$ cat config.mk
export PLATFORM = sky130hd
export DESIGN_NAME = emu_csel_top
export DESIGN_NICKNAME = d
export VERILOG_FILES = /design/src/rtl/emu_csel_pkg.sv /design/src/rtl/emu_mode_latch.sv /design/src/rtl/emu_reg_match.sv /design/src/rtl/emu_rom_window.sv /design/src/rtl/emu_ext_timer.sv /design/src/rtl/emu_csel_top.sv
export SDC_FILE = /design/constraint.sdc
export NUM_CORES = 1
export LEC_CHECK = 0
export CAP_MARGIN = 0
export CORE_MARGIN = 1.5
export CORE_UTILIZATION = 23
export CTS_CLUSTER_DIAMETER = 40
export CTS_CLUSTER_SIZE = 8
export DETAILED_ROUTE_END_ITERATION = 12
export PLACE_DENSITY = 0.79
export SLEW_MARGIN = 30
export SYNTH_ARGS = -nofsm -noshare
export SYNTH_HDL_FRONTEND = slang
export SYNTH_SLANG_ARGS = --single-unit
export TNS_END_PERCENT = 100
$ cat constraint.sdc
create_clock -name clk -period 3.1 [get_ports clk]
set_clock_uncertainty 0.05 [all_clocks]
set_input_delay 0.93 -clock clk [delete_from_list [all_inputs] [get_ports clk]]
set_output_delay 0.93 -clock clk [all_outputs]
set_load 0.05 [all_outputs]
$ cat src/rtl/emu_csel_pkg.sv
package emu_csel_pkg;

  // Strap positions are fixed by the configuration convention.
  localparam int STRAP_LO  = 1;
  localparam int STRAP_MID = 10;
  localparam int STRAP_HI  = 13;

  typedef struct packed {
    logic emu;
    logic romemu;
  } emu_mode_t;

  function automatic emu_mode_t decode_straps(input logic [15:0] d, input logic berr_hi);
    emu_mode_t m;
    m.emu    = !d[STRAP_MID] && !d[STRAP_LO] && berr_hi;
    m.romemu = !d[STRAP_MID] && !d[STRAP_LO] && !d[STRAP_HI] && berr_hi;
    return m;
  endfunction

endpackage

$ cat src/rtl/emu_mode_latch.sv
module emu_mode_latch
  import emu_csel_pkg::*;
(
  input  logic        clk,
  input  logic        rst_n,
  input  logic [15:0] strap_data,
  input  logic        buserr_lvl,
  output emu_mode_t   mode_q
);
  // Tracks the straps throughout reset; the last sample before release is kept.
  always_ff @(posedge clk) begin
    if (!rst_n) mode_q <= decode_straps(strap_data, buserr_lvl);
  end
endmodule

$ cat src/rtl/emu_reg_match.sv
module emu_reg_match #(
  parameter int                          ADDR_W   = 24,
  parameter int                          NUM_REGS = 11,
  parameter logic [NUM_REGS*ADDR_W-1:0]  REG_MAP  = '0
) (
  input  logic [ADDR_W-1:0] addr,
  output logic              hit
);
  logic [NUM_REGS-1:0] match;

  for (genvar i = 0; i < NUM_REGS; i++) begin : g_cmp
    // Word-wide registers: the byte select bit takes no part in the match.
    assign match[i] = (addr[ADDR_W-1:1] == REG_MAP[i*ADDR_W+1 +: ADDR_W-1]);
  end

  assign hit = |match;
endmodule

$ cat src/rtl/emu_rom_window.sv
module emu_rom_window #(
  parameter int                ADDR_W   = 24,
  parameter logic [ADDR_W-1:0] ROM_BASE = '0,
  parameter logic [ADDR_W-1:0] ROM_SIZE = '0
) (
  input  logic [ADDR_W-1:0] addr,
  output logic              in_win
);
  localparam logic [ADDR_W:0] WIN_END = {1'b0, ROM_BASE} + {1'b0, ROM_SIZE};

  assign in_win = (addr >= ROM_BASE) && ({1'b0, addr} < WIN_END);
endmodule

$ cat src/rtl/emu_ext_timer.sv
module emu_ext_timer #(
  parameter int ACC_CLKS = 3
) (
  input  logic clk,
  input  logic rst_n,
  input  logic active,
  output logic term
);
  localparam int CW = $clog2(ACC_CLKS + 1);

  logic [CW-1:0] cnt;

  always_ff @(posedge clk) begin
    if (!rst_n || !active)            cnt <= '0;
    else if (cnt != CW'(ACC_CLKS))    cnt <= cnt + 1'b1;
  end

  assign term = active && (cnt == CW'(ACC_CLKS - 1));
endmodule

$ cat src/rtl/emu_csel_top.sv
module emu_csel_top
  import emu_csel_pkg::*;
#(
  parameter int                        ADDR_W    = 24,
  parameter int                        NUM_EXT   = 11,
  parameter logic [NUM_EXT*ADDR_W-1:0] EXT_MAP   = {24'hFFFA24, 24'hFFFA22, 24'hFFFA20,
                                                    24'hFFFA1E, 24'hFFFA1C, 24'hFFFA1A,
                                                    24'hFFFA18, 24'hFFFA16, 24'hFFFA14,
                                                    24'hFFFA12, 24'hFFFA10},
  parameter logic [ADDR_W-1:0]         ROM_BASE  = 24'h020000,
  parameter logic [ADDR_W-1:0]         ROM_SIZE  = 24'h008000,
  parameter int                        ACC_CLKS  = 3,
  parameter bit                        FLASH_ROM = 1'b0
) (
  input  logic              clk,
  input  logic              rst_n,
  input  logic [15:0]       strap_data,
  input  logic              buserr_lvl,
  input  logic [ADDR_W-1:0] addr,
  input  logic              as_n,
  output logic              emu_cs_n,
  output logic              mem_cs_n,
  output logic              int_port_hold,
  output logic              rom_ack_hold,
  output logic              ext_term,
  output logic              exp16_mode
);
  emu_mode_t mode_q;
  logic      reg_hit, rom_hit;
  logic      ext_sel, rom_sel, strobe;

  emu_mode_latch u_latch (
    .clk        (clk),
    .rst_n      (rst_n),
    .strap_data (strap_data),
    .buserr_lvl (buserr_lvl),
    .mode_q     (mode_q)
  );

  emu_reg_match #(.ADDR_W(ADDR_W), .NUM_REGS(NUM_EXT), .REG_MAP(EXT_MAP)) u_match (
    .addr (addr),
    .hit  (reg_hit)
  );

  emu_rom_window #(.ADDR_W(ADDR_W), .ROM_BASE(ROM_BASE), .ROM_SIZE(ROM_SIZE)) u_win (
    .addr   (addr),
    .in_win (rom_hit)
  );

  assign strobe  = rst_n && !as_n;
  assign ext_sel = rst_n && mode_q.emu && reg_hit;
  assign rom_sel = rst_n && mode_q.romemu && rom_hit;

  emu_ext_timer #(.ACC_CLKS(ACC_CLKS)) u_timer (
    .clk    (clk),
    .rst_n  (rst_n),
    .active (strobe && ext_sel),
    .term   (ext_term)
  );

  assign emu_cs_n      = !(strobe && ext_sel);
  assign int_port_hold = ext_sel;
  assign rom_ack_hold  = rom_sel;
  assign exp16_mode    = rst_n && mode_q.emu;

  if (FLASH_ROM) begin : g_flash
    assign mem_cs_n = 1'b1;
  end else begin : g_rom
    assign mem_cs_n = !(strobe && rom_sel);
  end
endmodule

### After elaboration in Yosys (flattened, before gate mapping)

Cells that the tools add are included.
W data, S select, Z words.

| cells by class | value |
|---|---|
| multipliers | 0 |
| $add $sub $neg | 1 |
| divide/modulo/power cells | 0 |
| reduce and logical (&&, ||, !) cells | 22 |
| equality and inequality tests | 13 |
| magnitude comparators | 2 |
| multiplexer cells | 0 |
| bitwise logic cells | 0 |
| shift-type cells | 0 |

Operators by type and width:

| cell | number |
|---|---|
| $eq A23 B23 Y1 const B | 11 |
| $ge A24 B18 Y1 const B | 1 |
| $lt A24 B18 Y1 const B | 1 |
| $logic_and A1 B1 Y1 | 13 |
| $reduce_or A11 Y1 | 1 |
| $logic_not A1 Y1 | 7 |
| $add A2 B1 Y2 const B | 1 |
| $eq A2 B2 Y1 const B | 1 |
| $ne A2 B2 Y1 const B | 1 |
| $logic_or A1 B1 Y1 | 1 |

| storage, ports and cells | value |
|---|---|
| RAM bits | 0 |
| logic and storage cells | 41 |
| memories kept | 0 |
| input bits | 44 |
| flip-flop bits (word level) | 4 |
| memory bits (read-only) | 0 |
| latch bits | 0 |
| output and inout bits | 6 |

### Longest topological paths before layout

| depth | value |
|---|---|
| depth after elaboration | 6 |
| gate-level depth with buffers | 5 |
| gate-level depth less buffers | 5 |

### Hierarchy

From an unflattened synthesis, not the netlist that was laid out.

| second synthesis, totals | value |
|---|---|
| cell total of the unflattened synthesis | 35 |
| area, all modules | 341.6 um^2 |

Modules (own cells, without submodules):

| module | cells each | seq. area each (um^2) | area an instance (um^2) | instances |
|---|---|---|---|---|
| emu_ext_timer | 12 | 40.0 | 110.1 | 1 |
| emu_mode_latch | 5 | 60.1 | 86.3 | 1 |
| emu_reg_match | 9 | 0.0 | 73.8 | 1 |
| emu_csel_top | 6 | 0.0 | 50.0 | 1 |
| emu_rom_window | 3 | 0.0 | 21.3 | 1 |

### Worst setup path after synthesis

Ideal clock, no wire load.

| timing | value |
|---|---|
| kind | input-to-output |
| start point | input port addr[7] |
| end point | output port ext_term |
| slack | -1.066 ns |
| required time | 2.120 ns |
| arrival time | 3.186 ns |
| stages | 3 |
| buffers on the path | 0 |
| cell sequence | nand4bb_1 > or4_4 > nor4_1 |

| between the ends | value |
|---|---|
| cells in the longest elaborated chain, start to end | 5 |
| elaborated cells between the ends (all ways) | 15 |
| classes of those cells | 11 x eq/ne; 4 x reduce/logical |

Ends and longest elaborated chain:

| item | line | RTL |
|---|---|---|
| start, declared | emu_csel_top.sv:19 | `input logic [ADDR_W-1:0] addr,` |
| $eq A23 B23 Y1 | emu_reg_match.sv:13 | `assign match[i] = (addr[ADDR_W-1:1] == REG_MAP[i*ADDR_W+1 +: ADDR_W-1]);` |
| $reduce_or A11 Y1 * | emu_reg_match.sv:16 | `assign hit = \|match;` |
| $logic_and A1 B1 Y1 * | emu_csel_top.sv:51 | `assign ext_sel = rst_n && mode_q.emu && reg_hit;` |
| $logic_and A1 B1 Y1 * | emu_csel_top.sv:57 | `.active (strobe && ext_sel),` |
| $logic_and A1 B1 Y1 * | emu_ext_timer.sv:18 | `assign term = active && (cnt == CW'(ACC_CLKS - 1));` |
| end, declared | emu_csel_top.sv:25 | `output logic ext_term,` |

Mark *: on every way between the ends. The rest lies on a longest branch, timed or not.

### Worst setup path after layout

| timing | value |
|---|---|
| start point | input port addr[10] |
| end point | output port emu_cs_n |

| between the ends | value |
|---|---|
| cells in the longest elaborated chain, start to end | 5 |
| elaborated cells between the ends (all ways) | 15 |
| classes of those cells | 11 x eq/ne; 4 x reduce/logical |

Ends and longest elaborated chain:

| item | line | RTL |
|---|---|---|
| $eq A23 B23 Y1 | emu_reg_match.sv:13 |  |
| $reduce_or A11 Y1 * | emu_reg_match.sv:16 |  |
| $logic_and A1 B1 Y1 * | emu_csel_top.sv:51 |  |
| $logic_and A1 B1 Y1 * | emu_csel_top.sv:61 | `assign emu_cs_n = !(strobe && ext_sel);` |
| $logic_not A1 Y1 * | emu_csel_top.sv:61 |  |
| end, declared | emu_csel_top.sv:21 | `output logic emu_cs_n,` |

Marked as above.

==> flow_summary.yaml <==
status:
  status: "finished with violations"
  violations_in_the_final_reports: "negative setup slack"
clocking:
  clkSinkCount: 4
  cts_htree_levels: 1
  cts-hold-fix-buffers: 0
  cts_made_buffers: 3
  clock_insertion_delay_worst_skew_ps: 250
  cell_chosen_for_the_clock_root: "clkbuf_4"
  cts_tree: "yes"
  cts.reportedPaths.clkPinSlew_ps: 40
  clock_path_buffers: 2
placement:
  placed_cell_count: 98
  buffer_ports.inserted: 35
  preCtsSetupSlack_ps: -550
  gp_congestion: 0.739
  placedInstanceArea_sq_um: 870
  place.detailed.hpwl_mm: 1.19
drt:
  detail_route.first_pass.iterations: 3
  drc_markers: 0
  drt_first_iter_violations: 1
  routed_wl_mm: 1.38
  vias: 511
  route.antenna.remaining_nets: 0
  avgRoutedWirePerCell_um: 13.3
  avgViaCountPerCell: 4.91
critical_path:
  crit_type: "in -> out"
  worst-path-buf-inv: 2
  critical_path.cell_chain: "buf_6, nand4b_4, or4_4, or3_4, buf_8"
  crit_path_end_kind: "primary output"
  slowest_stage: "or4_4"
  critical_path.top_delay_family: "simple AND/OR/NAND/NOR gates"
  r2r_setup_slack_ps: 1670
  critPathArrivalTime_ps: 2270
  start_kind: "input port"
  crit_path_max_cell_delay_ps: 520
  required_ps: 2120
  crit_fanout: 4
pwr:
  power.combinational.fraction: 0.315
  total_leakage_power_nw: 0.413
  internal_power_mw: 0.144
  power.switching_fraction: 0.252
  power-per-cell-area_mw_per_mm2: 215
  worst_voltage_drop_across_the_vdd_grid_mv: 0.166
  power.share.sequential: 0.302
  pwr-share-clk: 0.384
  switching_power_mw: 0.0485
timing:
  tightest_slew_ps: 266
  hold-worst-slack_ps: 506
  final-hold-violation-count: 0
  fmax_mhz: 308
  report.final.slew_viol_count: 0
  setup_viol: 5
  rsz_0062_raised_after_global_routing: "true"
  min_period_ps: 3250
  worst_slack_ps: -147
  worst_slew_margin_rel: 0.821
  min_period_over_period: 1.05
global_routing:
  globalRouteTotalUtil: 0.175
  initial_antenna_violation_count: 0
  global_route_wire_length_before_repair_mm: 2.28
  grt_pass1_vias: 532
  grt_max_degree: 5
  globalRouteOverflowTotal: 0
synth:
  synth_adder_area_share: 0.0719
  synth.net_count: 83
  synthSimpleGateAreaFrac: 0.540
  synth_enable_flop_cells: 2
  synth_compound_gate_area_share: 0.0324
  synth_xor_area_frac: 0.0252
  netlist_instances: 37
  synth_mux_area_frac: 0
  synth_top_family_by_area: "simple AND/OR/NAND/NOR gates"
  ys_seq_area_frac: 0.288
  top_reg_cell_synth: "edfxtp_1"
  synth_cell_types: 25
  ys_seq_elements: 4
  yosysWarnings: 0
  synthesis.area_sq_um: 348
  ys_async_sr_fraction: 0
  postSynthAreaPerCell_sq_um: 9.40
layout:
  nNetsFinal: 136
  fin_area_sq_um: 896
  flow.area_growth_from_synthesis_pct: 158
  final_common_cell: "buf_4"
  layoutNonFillerInstCount: 104
  antenna_cells: 0
  mostFrequentLayoutCells: "buf_4, buf_2, clkdlybuf4s50_1, buf_6"
  drive_above_1_share: 0.528
floorplan:
  core_area_sq_mm: 0.00135
  die_y_um: 41.9
  row_count: 13
  start_util: 0.258
  die-width_um: 41.9
  pin_count: 50
  die_area_sq_mm: 0.00175
worst_hold_path:
  min-delay-path-class: "reg -> reg"
flow_run:
  timing.max_cap.violations: 0
==> power by group through the flow <==
stage / Sequential (mW) / Clock (mW) / Combinational, mW
3_5_place_dp: 0.0592 / 0 / 0.0669
2_1_floorplan: 0.0589 / 0 / 0.0137
5_1_grt: 0.0586 / 0.0795 / 0.0648
3_3_place_gp: 0.0590 / 0 / 0.0653
6_report: 0.0583 / 0.0740 / 0.0607
4_1_cts: 0.0583 / 0.0760 / 0.0581
==> layer usage <==
metal | track usage | vias up | routed length [um]
li1 | - | 249 | -
met1 | 0.166 | 238 | 505
met2 | 0.319 | 19 | 770
met3 | 0.0652 | 5 | 72
met4 | 0.0968 | 0 | 36
met5 | 0 | - | 0
==> logic make-up after synthesis <==
logic type,after synthesis
DFF,4
and+or+nand+nor,24
AOI/OAI and AO/OA,2
xor gates and xnor gates,1
adders and majority gates,2
buffers and inverters,4
==> through the flow <==
stage / setup TNS (ps) / utilization / power, mW
final: -438 / 0.664 / 0.193
after global routing: -562 / 0.664 / 0.203
after CTS: -483 / 0.642 / 0.192
after detailed placement: -2340 / 0.644 / 0.126
after global placement: -2210 / 0.644 / 0.124
after floorplan: -1120 / - / 0.0725
==> worst paths after layout <==
| check | depth (start not counted) | end | from |
|---|---|---|---|
| setup / recovery | 5 | emu_cs_n | addr[10] |
| hold / removal | 2 | u_timer.cnt[1] | u_timer.cnt[1] |
| setup reg to reg | 6 | u_timer.cnt[0] | u_latch.mode_q[1] |
| hold reg to reg | 2 | u_timer.cnt[1] | u_timer.cnt[1] |
==> layout make-up <==
type	count	area (sq um)
Fill cell	115	454
Timing Repair Buffer	48	440
Multi-Input combinational cell	29	295
Sequential cell	4	100
Clock buffer	4	26.3
Tap cell	15	18.8
Inverter	4	15.0
==> sequential cells by signal (all words and copies together), names as in the netlist <==
signal and cells:
u_timer.cnt 2, u_latch.mode_q 2
==> synthesized netlist by cell type, types with 2 or more instances <==
cell / instances / area (sq um)
edfxtp_1: 2 / 60.1
dfxtp_1: 2 / 40.0
inv_1: 4 / 15.0
nand4b_1: 2 / 17.5
nor4_1: 3 / 18.8
nand2_1: 3 / 11.3
ha_1: 2 / 25.0
nand4_1: 2 / 12.5
==> worst reg2reg max path, cell delays in order (launching register included) <==
cell and delay, ps:
edfxtp_1 330, and3b_1 150, nand4b_1 120, buf_4 170, buf_4 120, buf_4 120, nor4_1 250
==> repair_timing <==
| action | CTS | global route |
|---|---|---|
| hold endpoints to repair | 0 | 0 |
| pin swaps | 12 | 3 |
| endpoints found under the setup margin | 5 | 5 |
| gates resized for setup | 68 | 8 |
| buffers inserted | 1 | 1 |
No activity file was read; power rests on OpenSTA's default activity.
